## src/rtl/i2c_rx_pkg.sv

```systemverilog
package i2c_rx_pkg;
  typedef enum logic [3:0] {
    ST_IDLE,
    ST_PARK,
    ST_BIT_LO,
    ST_BIT_HI,
    ST_ACK_LO,
    ST_ACK_HI,
    ST_STRETCH,
    ST_STOP_LO,
    ST_STOP_HI,
    ST_RS_LO,
    ST_RS_HI,
    ST_RS_FALL
  } rx_state_e;
endpackage

```

## src/rtl/i2c_rx_shift.sv

```systemverilog
module i2c_rx_shift #(
  parameter int DATA_W = 8
) (
  input  logic              clk_i,
  input  logic              rst_ni,
  input  logic              clr_i,
  input  logic              shift_en_i,
  input  logic              sda_i,
  output logic [DATA_W-1:0] shift_o,
  output logic [DATA_W-1:0] byte_val_o,
  output logic              last_bit_o
);
  localparam int CW = (DATA_W > 1) ? $clog2(DATA_W) : 1;
  localparam logic [CW-1:0] LAST = CW'(DATA_W - 1);

  logic [CW-1:0]     cnt_q;
  logic [DATA_W-1:0] shift_q;

  assign byte_val_o = {shift_q[DATA_W-2:0], sda_i};
  assign last_bit_o = (cnt_q == LAST);
  assign shift_o    = shift_q;

  always_ff @(posedge clk_i or negedge rst_ni) begin
    if (!rst_ni) begin
      cnt_q   <= '0;
      shift_q <= '0;
    end else if (clr_i) begin
      cnt_q   <= '0;
      shift_q <= '0;
    end else if (shift_en_i) begin
      shift_q <= byte_val_o;
      cnt_q   <= last_bit_o ? '0 : cnt_q + 1'b1;
    end
  end
endmodule

```

## src/rtl/i2c_rx_hold.sv

```systemverilog
module i2c_rx_hold #(
  parameter int DATA_W = 8
) (
  input  logic              clk_i,
  input  logic              rst_ni,
  input  logic              clr_i,
  input  logic              byte_done_i,
  input  logic [DATA_W-1:0] byte_val_i,
  input  logic [DATA_W-1:0] shift_i,
  input  logic              rd_i,
  output logic [DATA_W-1:0] data_o,
  output logic              rxne_o,
  output logic              btf_o
);
  logic [DATA_W-1:0] data_q;
  logic              rxne_q, btf_q;

  always_ff @(posedge clk_i or negedge rst_ni) begin
    if (!rst_ni) begin
      data_q <= '0;
      rxne_q <= 1'b0;
      btf_q  <= 1'b0;
    end else if (clr_i) begin
      data_q <= '0;
      rxne_q <= 1'b0;
      btf_q  <= 1'b0;
    end else if (byte_done_i) begin
      if (!rxne_q || rd_i) begin
        data_q <= byte_val_i;
        rxne_q <= 1'b1;
      end else begin
        btf_q  <= 1'b1;
      end
    end else if (rd_i) begin
      if (btf_q) begin
        // second slot drains into the holding register
        data_q <= shift_i;
        btf_q  <= 1'b0;
      end else begin
        rxne_q <= 1'b0;
      end
    end
  end

  assign data_o = data_q;
  assign rxne_o = rxne_q;
  assign btf_o  = btf_q;
endmodule

```

## src/rtl/i2c_rx_ctrl.sv

```systemverilog
module i2c_rx_ctrl (
  input  logic clk_i,
  input  logic rst_ni,
  input  logic clr_i,
  input  logic we_i,
  input  logic wack_i,
  input  logic wpos_i,
  input  logic wstop_i,
  input  logic wstart_i,
  input  logic go_i,
  input  logic byte_done_i,
  input  logic stop_done_i,
  input  logic start_done_i,
  output logic ack_o,
  output logic pos_o,
  output logic stop_o,
  output logic start_o,
  output logic ack_bit_o
);
  logic ack_q, pos_q, defer_q, stop_q, start_q, ack_bit_q;

  always_ff @(posedge clk_i or negedge rst_ni) begin
    if (!rst_ni) begin
      ack_q     <= 1'b0;
      pos_q     <= 1'b0;
      defer_q   <= 1'b1;
      stop_q    <= 1'b0;
      start_q   <= 1'b0;
      ack_bit_q <= 1'b0;
    end else if (clr_i) begin
      ack_q     <= 1'b0;
      pos_q     <= 1'b0;
      defer_q   <= 1'b1;
      stop_q    <= 1'b0;
      start_q   <= 1'b0;
      ack_bit_q <= 1'b0;
    end else begin
      if (we_i) begin
        ack_q <= wack_i;
        pos_q <= wpos_i;
      end
      stop_q  <= (stop_q & ~stop_done_i) | (we_i & wstop_i);
      // a STOP also retires a pending repeated START
      start_q <= (start_q & ~(start_done_i | stop_done_i)) | (we_i & wstart_i);
      if (go_i)             defer_q <= 1'b1;
      else if (byte_done_i) defer_q <= ack_q;
      if (byte_done_i)      ack_bit_q <= pos_q ? defer_q : ack_q;
    end
  end

  assign ack_o     = ack_q;
  assign pos_o     = pos_q;
  assign stop_o    = stop_q;
  assign start_o   = start_q;
  assign ack_bit_o = ack_bit_q;
endmodule

```

## src/rtl/i2c_rx_seq.sv

```systemverilog
module i2c_rx_seq
  import i2c_rx_pkg::*;
(
  input  logic clk_i,
  input  logic rst_ni,
  input  logic en_i,
  input  logic tick_i,
  input  logic rx_go_i,
  input  logic last_bit_i,
  input  logic btf_i,
  input  logic stop_i,
  input  logic start_i,
  input  logic ack_bit_i,
  output logic go_o,
  output logic shift_en_o,
  output logic byte_done_o,
  output logic stop_done_o,
  output logic start_done_o,
  output logic scl_low_o,
  output logic sda_low_o
);
  rx_state_e st_q, st_d, post_st;

  always_comb begin
    if (btf_i)        post_st = ST_STRETCH;
    else if (stop_i)  post_st = ST_STOP_LO;
    else if (start_i) post_st = ST_RS_LO;
    else              post_st = ST_BIT_LO;
  end

  always_comb begin
    st_d = st_q;
    unique case (st_q)
      ST_IDLE, ST_PARK: if (rx_go_i) st_d = ST_BIT_LO;
      ST_BIT_LO:  if (tick_i) st_d = ST_BIT_HI;
      ST_BIT_HI:  if (tick_i) st_d = last_bit_i ? ST_ACK_LO : ST_BIT_LO;
      ST_ACK_LO:  if (tick_i) st_d = ST_ACK_HI;
      ST_ACK_HI:  if (tick_i) st_d = post_st;
      ST_STRETCH: if (!btf_i) st_d = post_st;
      ST_STOP_LO: if (tick_i) st_d = ST_STOP_HI;
      ST_STOP_HI: if (tick_i) st_d = ST_IDLE;
      ST_RS_LO:   if (tick_i) st_d = ST_RS_HI;
      ST_RS_HI:   if (tick_i) st_d = ST_RS_FALL;
      ST_RS_FALL: if (tick_i) st_d = ST_PARK;
      default:    st_d = ST_IDLE;
    endcase
  end

  always_ff @(posedge clk_i or negedge rst_ni) begin
    if (!rst_ni)    st_q <= ST_IDLE;
    else if (!en_i) st_q <= ST_IDLE;
    else            st_q <= st_d;
  end

  assign go_o         = en_i && rx_go_i && (st_q == ST_IDLE || st_q == ST_PARK);
  assign shift_en_o   = en_i && tick_i && (st_q == ST_BIT_HI);
  assign byte_done_o  = shift_en_o && last_bit_i;
  assign stop_done_o  = en_i && tick_i && (st_q == ST_STOP_HI);
  assign start_done_o = en_i && tick_i && (st_q == ST_RS_FALL);

  always_comb begin
    scl_low_o = 1'b0;
    sda_low_o = 1'b0;
    unique case (st_q)
      ST_PARK:    begin scl_low_o = 1'b1; sda_low_o = 1'b1; end
      ST_BIT_LO:  scl_low_o = 1'b1;
      ST_ACK_LO:  begin scl_low_o = 1'b1; sda_low_o = ack_bit_i; end
      ST_ACK_HI:  sda_low_o = ack_bit_i;
      ST_STRETCH: scl_low_o = 1'b1;
      ST_STOP_LO: begin scl_low_o = 1'b1; sda_low_o = 1'b1; end
      ST_STOP_HI: sda_low_o = 1'b1;
      ST_RS_LO:   scl_low_o = 1'b1;
      ST_RS_FALL: sda_low_o = 1'b1;
      default:    ;
    endcase
  end
endmodule

```

## src/rtl/i2c_rx_ack_engine.sv

```systemverilog
module i2c_rx_ack_engine #(
  parameter int DATA_W = 8
) (
  input  logic              clk_i,
  input  logic              rst_ni,
  input  logic              en_i,
  input  logic              tick_i,
  input  logic              rx_go_i,
  input  logic              ctrl_we_i,
  input  logic              ctrl_ack_i,
  input  logic              ctrl_pos_i,
  input  logic              ctrl_stop_i,
  input  logic              ctrl_start_i,
  input  logic              rd_i,
  input  logic              sda_i,
  output logic [DATA_W-1:0] rd_data_o,
  output logic              rxne_o,
  output logic              btf_o,
  output logic              ack_o,
  output logic              pos_o,
  output logic              stop_o,
  output logic              start_o,
  output logic              scl_oe_o,
  output logic              sda_oe_o
);
  logic              clr, go, shift_en, byte_done, last_bit;
  logic              stop_done, start_done, ack_bit;
  logic [DATA_W-1:0] shift_q, byte_val;

  assign clr = !en_i;

  i2c_rx_shift #(.DATA_W(DATA_W)) u_shift (
    .clk_i      (clk_i),
    .rst_ni     (rst_ni),
    .clr_i      (clr | go),
    .shift_en_i (shift_en),
    .sda_i      (sda_i),
    .shift_o    (shift_q),
    .byte_val_o (byte_val),
    .last_bit_o (last_bit)
  );

  i2c_rx_hold #(.DATA_W(DATA_W)) u_hold (
    .clk_i       (clk_i),
    .rst_ni      (rst_ni),
    .clr_i       (clr),
    .byte_done_i (byte_done),
    .byte_val_i  (byte_val),
    .shift_i     (shift_q),
    .rd_i        (rd_i),
    .data_o      (rd_data_o),
    .rxne_o      (rxne_o),
    .btf_o       (btf_o)
  );

  i2c_rx_ctrl u_ctrl (
    .clk_i        (clk_i),
    .rst_ni       (rst_ni),
    .clr_i        (clr),
    .we_i         (ctrl_we_i),
    .wack_i       (ctrl_ack_i),
    .wpos_i       (ctrl_pos_i),
    .wstop_i      (ctrl_stop_i),
    .wstart_i     (ctrl_start_i),
    .go_i         (go),
    .byte_done_i  (byte_done),
    .stop_done_i  (stop_done),
    .start_done_i (start_done),
    .ack_o        (ack_o),
    .pos_o        (pos_o),
    .stop_o       (stop_o),
    .start_o      (start_o),
    .ack_bit_o    (ack_bit)
  );

  i2c_rx_seq u_seq (
    .clk_i        (clk_i),
    .rst_ni       (rst_ni),
    .en_i         (en_i),
    .tick_i       (tick_i),
    .rx_go_i      (rx_go_i),
    .last_bit_i   (last_bit),
    .btf_i        (btf_o),
    .stop_i       (stop_o),
    .start_i      (start_o),
    .ack_bit_i    (ack_bit),
    .go_o         (go),
    .shift_en_o   (shift_en),
    .byte_done_o  (byte_done),
    .stop_done_o  (stop_done),
    .start_done_o (start_done),
    .scl_low_o    (scl_oe_o),
    .sda_low_o    (sda_oe_o)
  );
endmodule

```

## config.mk

```make
export PLATFORM = sky130hd
export DESIGN_NAME = i2c_rx_ack_engine
export DESIGN_NICKNAME = d
export VERILOG_FILES = /design/src/rtl/i2c_rx_pkg.sv /design/src/rtl/i2c_rx_shift.sv /design/src/rtl/i2c_rx_hold.sv /design/src/rtl/i2c_rx_ctrl.sv /design/src/rtl/i2c_rx_seq.sv /design/src/rtl/i2c_rx_ack_engine.sv
export SDC_FILE = /design/constraint.sdc
export NUM_CORES = 1
export LEC_CHECK = 0
export ABC_AREA = 1
export BUFFER_PORTS_ARGS = -buffer_cell sky130_fd_sc_hd__buf_4
export CAP_MARGIN = 20
export CORE_MARGIN = 1
export CORE_UTILIZATION = 40
export DETAILED_ROUTE_END_ITERATION = 12
export SLEW_MARGIN = 25
export SYNTH_ARGS = -nofsm -noshare
export SYNTH_HDL_FRONTEND = slang
export SYNTH_SLANG_ARGS = --single-unit
```

## constraint.sdc

```tcl
create_clock -name clk_i -period 1.4 [get_ports clk_i]
set_input_delay 0 -clock clk_i [delete_from_list [all_inputs] [get_ports clk_i]]
set_output_delay 0 -clock clk_i [all_outputs]
set_load 0.01 [all_outputs]
```

==> metrics <==
status=finished with violations; failing checks=negative setup slack; final slew viol count=0; worst hold start=en_i; max_slew headroom=73.9%; via count=1717; GR Util All Layers=20.4%; CTS root buffer=clkbuf_8; Synth cell types=29; first-pass GRT wire length=6.87 mm; Worst-Skew Late Latency=0.28 ns; H-Tree Depth=2; I/O Pins=28; Final WS setup=-0.116 ns; worst r2r src=u_shift.cnt_q[0]; crit path time final=1.52 ns; total power=2080 uW; Seq/Total Area, Yosys=44.5%; number of max-cap violations=0; post-synth net total=247; vias in the first global route=1513; top achievable clock speed=660 MHz; placement row count=23; grt total ovfl=0; Pwr per Cell Area=811 nW/um^2; Cells after Synth=233; Total Die Area=4630 um^2; RSZ-0062 raised after global routing=true; Post-Syn Area=1750 um^2; pre-CTS WS=-0.116 ns; Final setup violation count=14; Worst IR Drop VDD=0.000513 V; drt total wl=4.35 mm; post-route ant nets=0; die height=68.1 um; I/O Buffers=27; crit-path max FO=7; drt drc=0; Yosys warnings=0; initial antenna violation count=0; clk buf depth=2; initial DRC count=58; period utilization=108%; routed len/inst=12.5 um; TritonCTS clock tree=yes; Detailed Place HPWL=2.99 mm; Via density=4.95; CP startpoint=u_shift.cnt_q[0]; core area=4090 um^2; Critical Path RT=1.58 ns; pin count of the biggest net entering global routing=32; CP startpoint kind=register; Setup CP Type=reg -> reg; clk slew on worst S/H paths=0.07 ns; endpoint class of the critical path=register; area added between synthesis and finish=46.7%; Final nets=310; routability cong.=0.831; commonest cells after routing, fill and taps aside=nand2_1 (68), buf_4 (46), dfrtp_1 (26); flops & latches, synth=31; Synth Area per Inst=7.49 um^2; Hold/Removal Path Class=in -> reg; crit path DAT=1.69 ns; Fin Clk Skew=0.00811 ns; number of antenna diodes=0; Starting Density=42.7%; Inserted Clock Buffers=5; Worst-Margin Slew=0.392 ns; drt first pass iters=4; die width=68.1 um; clock sink count=31; Final Hold Viols=0; commonest non-fill, non-tap cell in the layout=nand2_1; leak pwr=0.00132 uW; share of cells above drive strength 1=35.7%
logic make-up (layout without fill, tap and decap cells):
group / count (synthesis) / after routing / synth area share [%]
AO/OA/AOI/OAI: 36 / 36 / 12.0
flip-flops: 31 / 31 / 44.5
AND/OR/NAND/NOR: 129 / 129 / 34.0
adder cells (fa/ha/maj): 2 / 2 / 1.43
buffers and inverters: 35 / 99 / 8.03
where the power goes:
group,switching (uW),internal (uW)
sequential,28.6,915
clock,337,447
combinational,196,154
critical path, cell delays in order (launching register included):
cell and delay (ns):
dfrtp_1 0.36, ha_2 0.19, ha_4 0.14, inv_4 0.04, nor2_4 0.08, nand3_4 0.15
buf_4 0.19, nand3_1 0.05, o21ai_1 0.07, nand2_1 0.08, nand2_1 0.05
area by class of cell:
| cell class | instances | area, um^2 |
|---|---|---|
| sequential | 31 | 782 |
| tap | 50 | 62.6 |
| fill | 389 | 1530 |
| clock inverter | 1 | 7.51 |
| multi-input combinational | 167 | 975 |
| clock buffer | 7 | 96.3 |
| inverter | 31 | 126 |
| timing repair buffer | 60 | 510 |
registers in the layout (all words and copies together), names as in the netlist:
register,count
u_ctrl.ack_o,1
u_seq.st_q,4
u_shift.shift_o,8
u_ctrl.ack_bit_o,1
u_shift.cnt_q,3
u_ctrl.stop_o,1
u_ctrl.start_o,1
u_hold.btf_o,1
u_hold.rxne_o,1
u_ctrl.pos_o,1
u_hold.data_o,8
u_ctrl.defer_q,1
cells in the mapped netlist:
master | number | area share, %
dfrtp_1 | 30 | 43
nand2_1 | 73 | 16
nand2_4 | 2 | 1.3
nor2_8 | 1 | 1.1
o22ai_1 | 7 | 2.5
buf_1 | 1 | 0.21
inv_4 | 2 | 0.72
o21bai_1 | 1 | 0.43
inv_2 | 5 | 1.1
o21ai_0 | 6 | 1.7
o311ai_0 | 1 | 0.50
a21oi_1 | 8 | 2.3
nor3_4 | 1 | 0.93
inv_1 | 24 | 5.2
nor2_1 | 20 | 4.3
nand4_1 | 1 | 0.36
nand3_1 | 22 | 6.3
ha_1 | 2 | 1.4
nand3_2 | 2 | 1.1
nor2_2 | 2 | 0.72
dfstp_2 | 1 | 1.5
buf_2 | 3 | 0.86
o21ai_1 | 9 | 2.6
o211ai_1 | 1 | 0.43
nor2_4 | 1 | 0.65
o21a_1 | 1 | 0.43
a31oi_2 | 1 | 0.72
nand2_2 | 4 | 1.4
a21boi_1 | 1 | 0.43
through the flow:
stage	area (um^2)	std cells	hold slack (ns)	util, %	TNS, ns
detailed placement	2140	320	-0.0407	52.3	-0.936
CTS	2370	338	0.0736	58.1	-0.943
finish	2560	347	0.0828	62.6	-1.08
global placement	2140	320	-0.0439	52.3	-0.815
global route	2560	347	0.0828	62.6	-2.51
floorplan	1800	233	-0.296	-	0
timing repair:
action	CTS	global route
pin swaps	5	14
hold buffers	8	0
setup endpoints to repair	18	29
hold endpoints to repair	37	0
setup buffers	2	9
resized for setup	14	27
cloned	0	1
routing by layer:
layer  wire length [um]  vias up  track usage [%]
li1                   -      879                -
met1               2080      802             26.6
met2               2080       28             32.0
met3                125        8             5.00
met4                 67        0             8.59
met5                  0        -                0
final timing paths:
kind | endpoint | slack (ns) | depth (start not counted)
setup / recovery | u_hold.data_o[6] | -0.12 | 10
hold / removal | u_seq.st_q[0] | 0.08 | 3
setup reg to reg | u_hold.data_o[6] | -0.12 | 10
hold reg to reg | u_hold.data_o[1] | 0.47 | 2
max in group asynchronous | u_ctrl.defer_q | 0.90 | 2
min in group asynchronous | u_ctrl.pos_o | 0.18 | 2
Note: power is estimated with default switching activity, not from simulation.
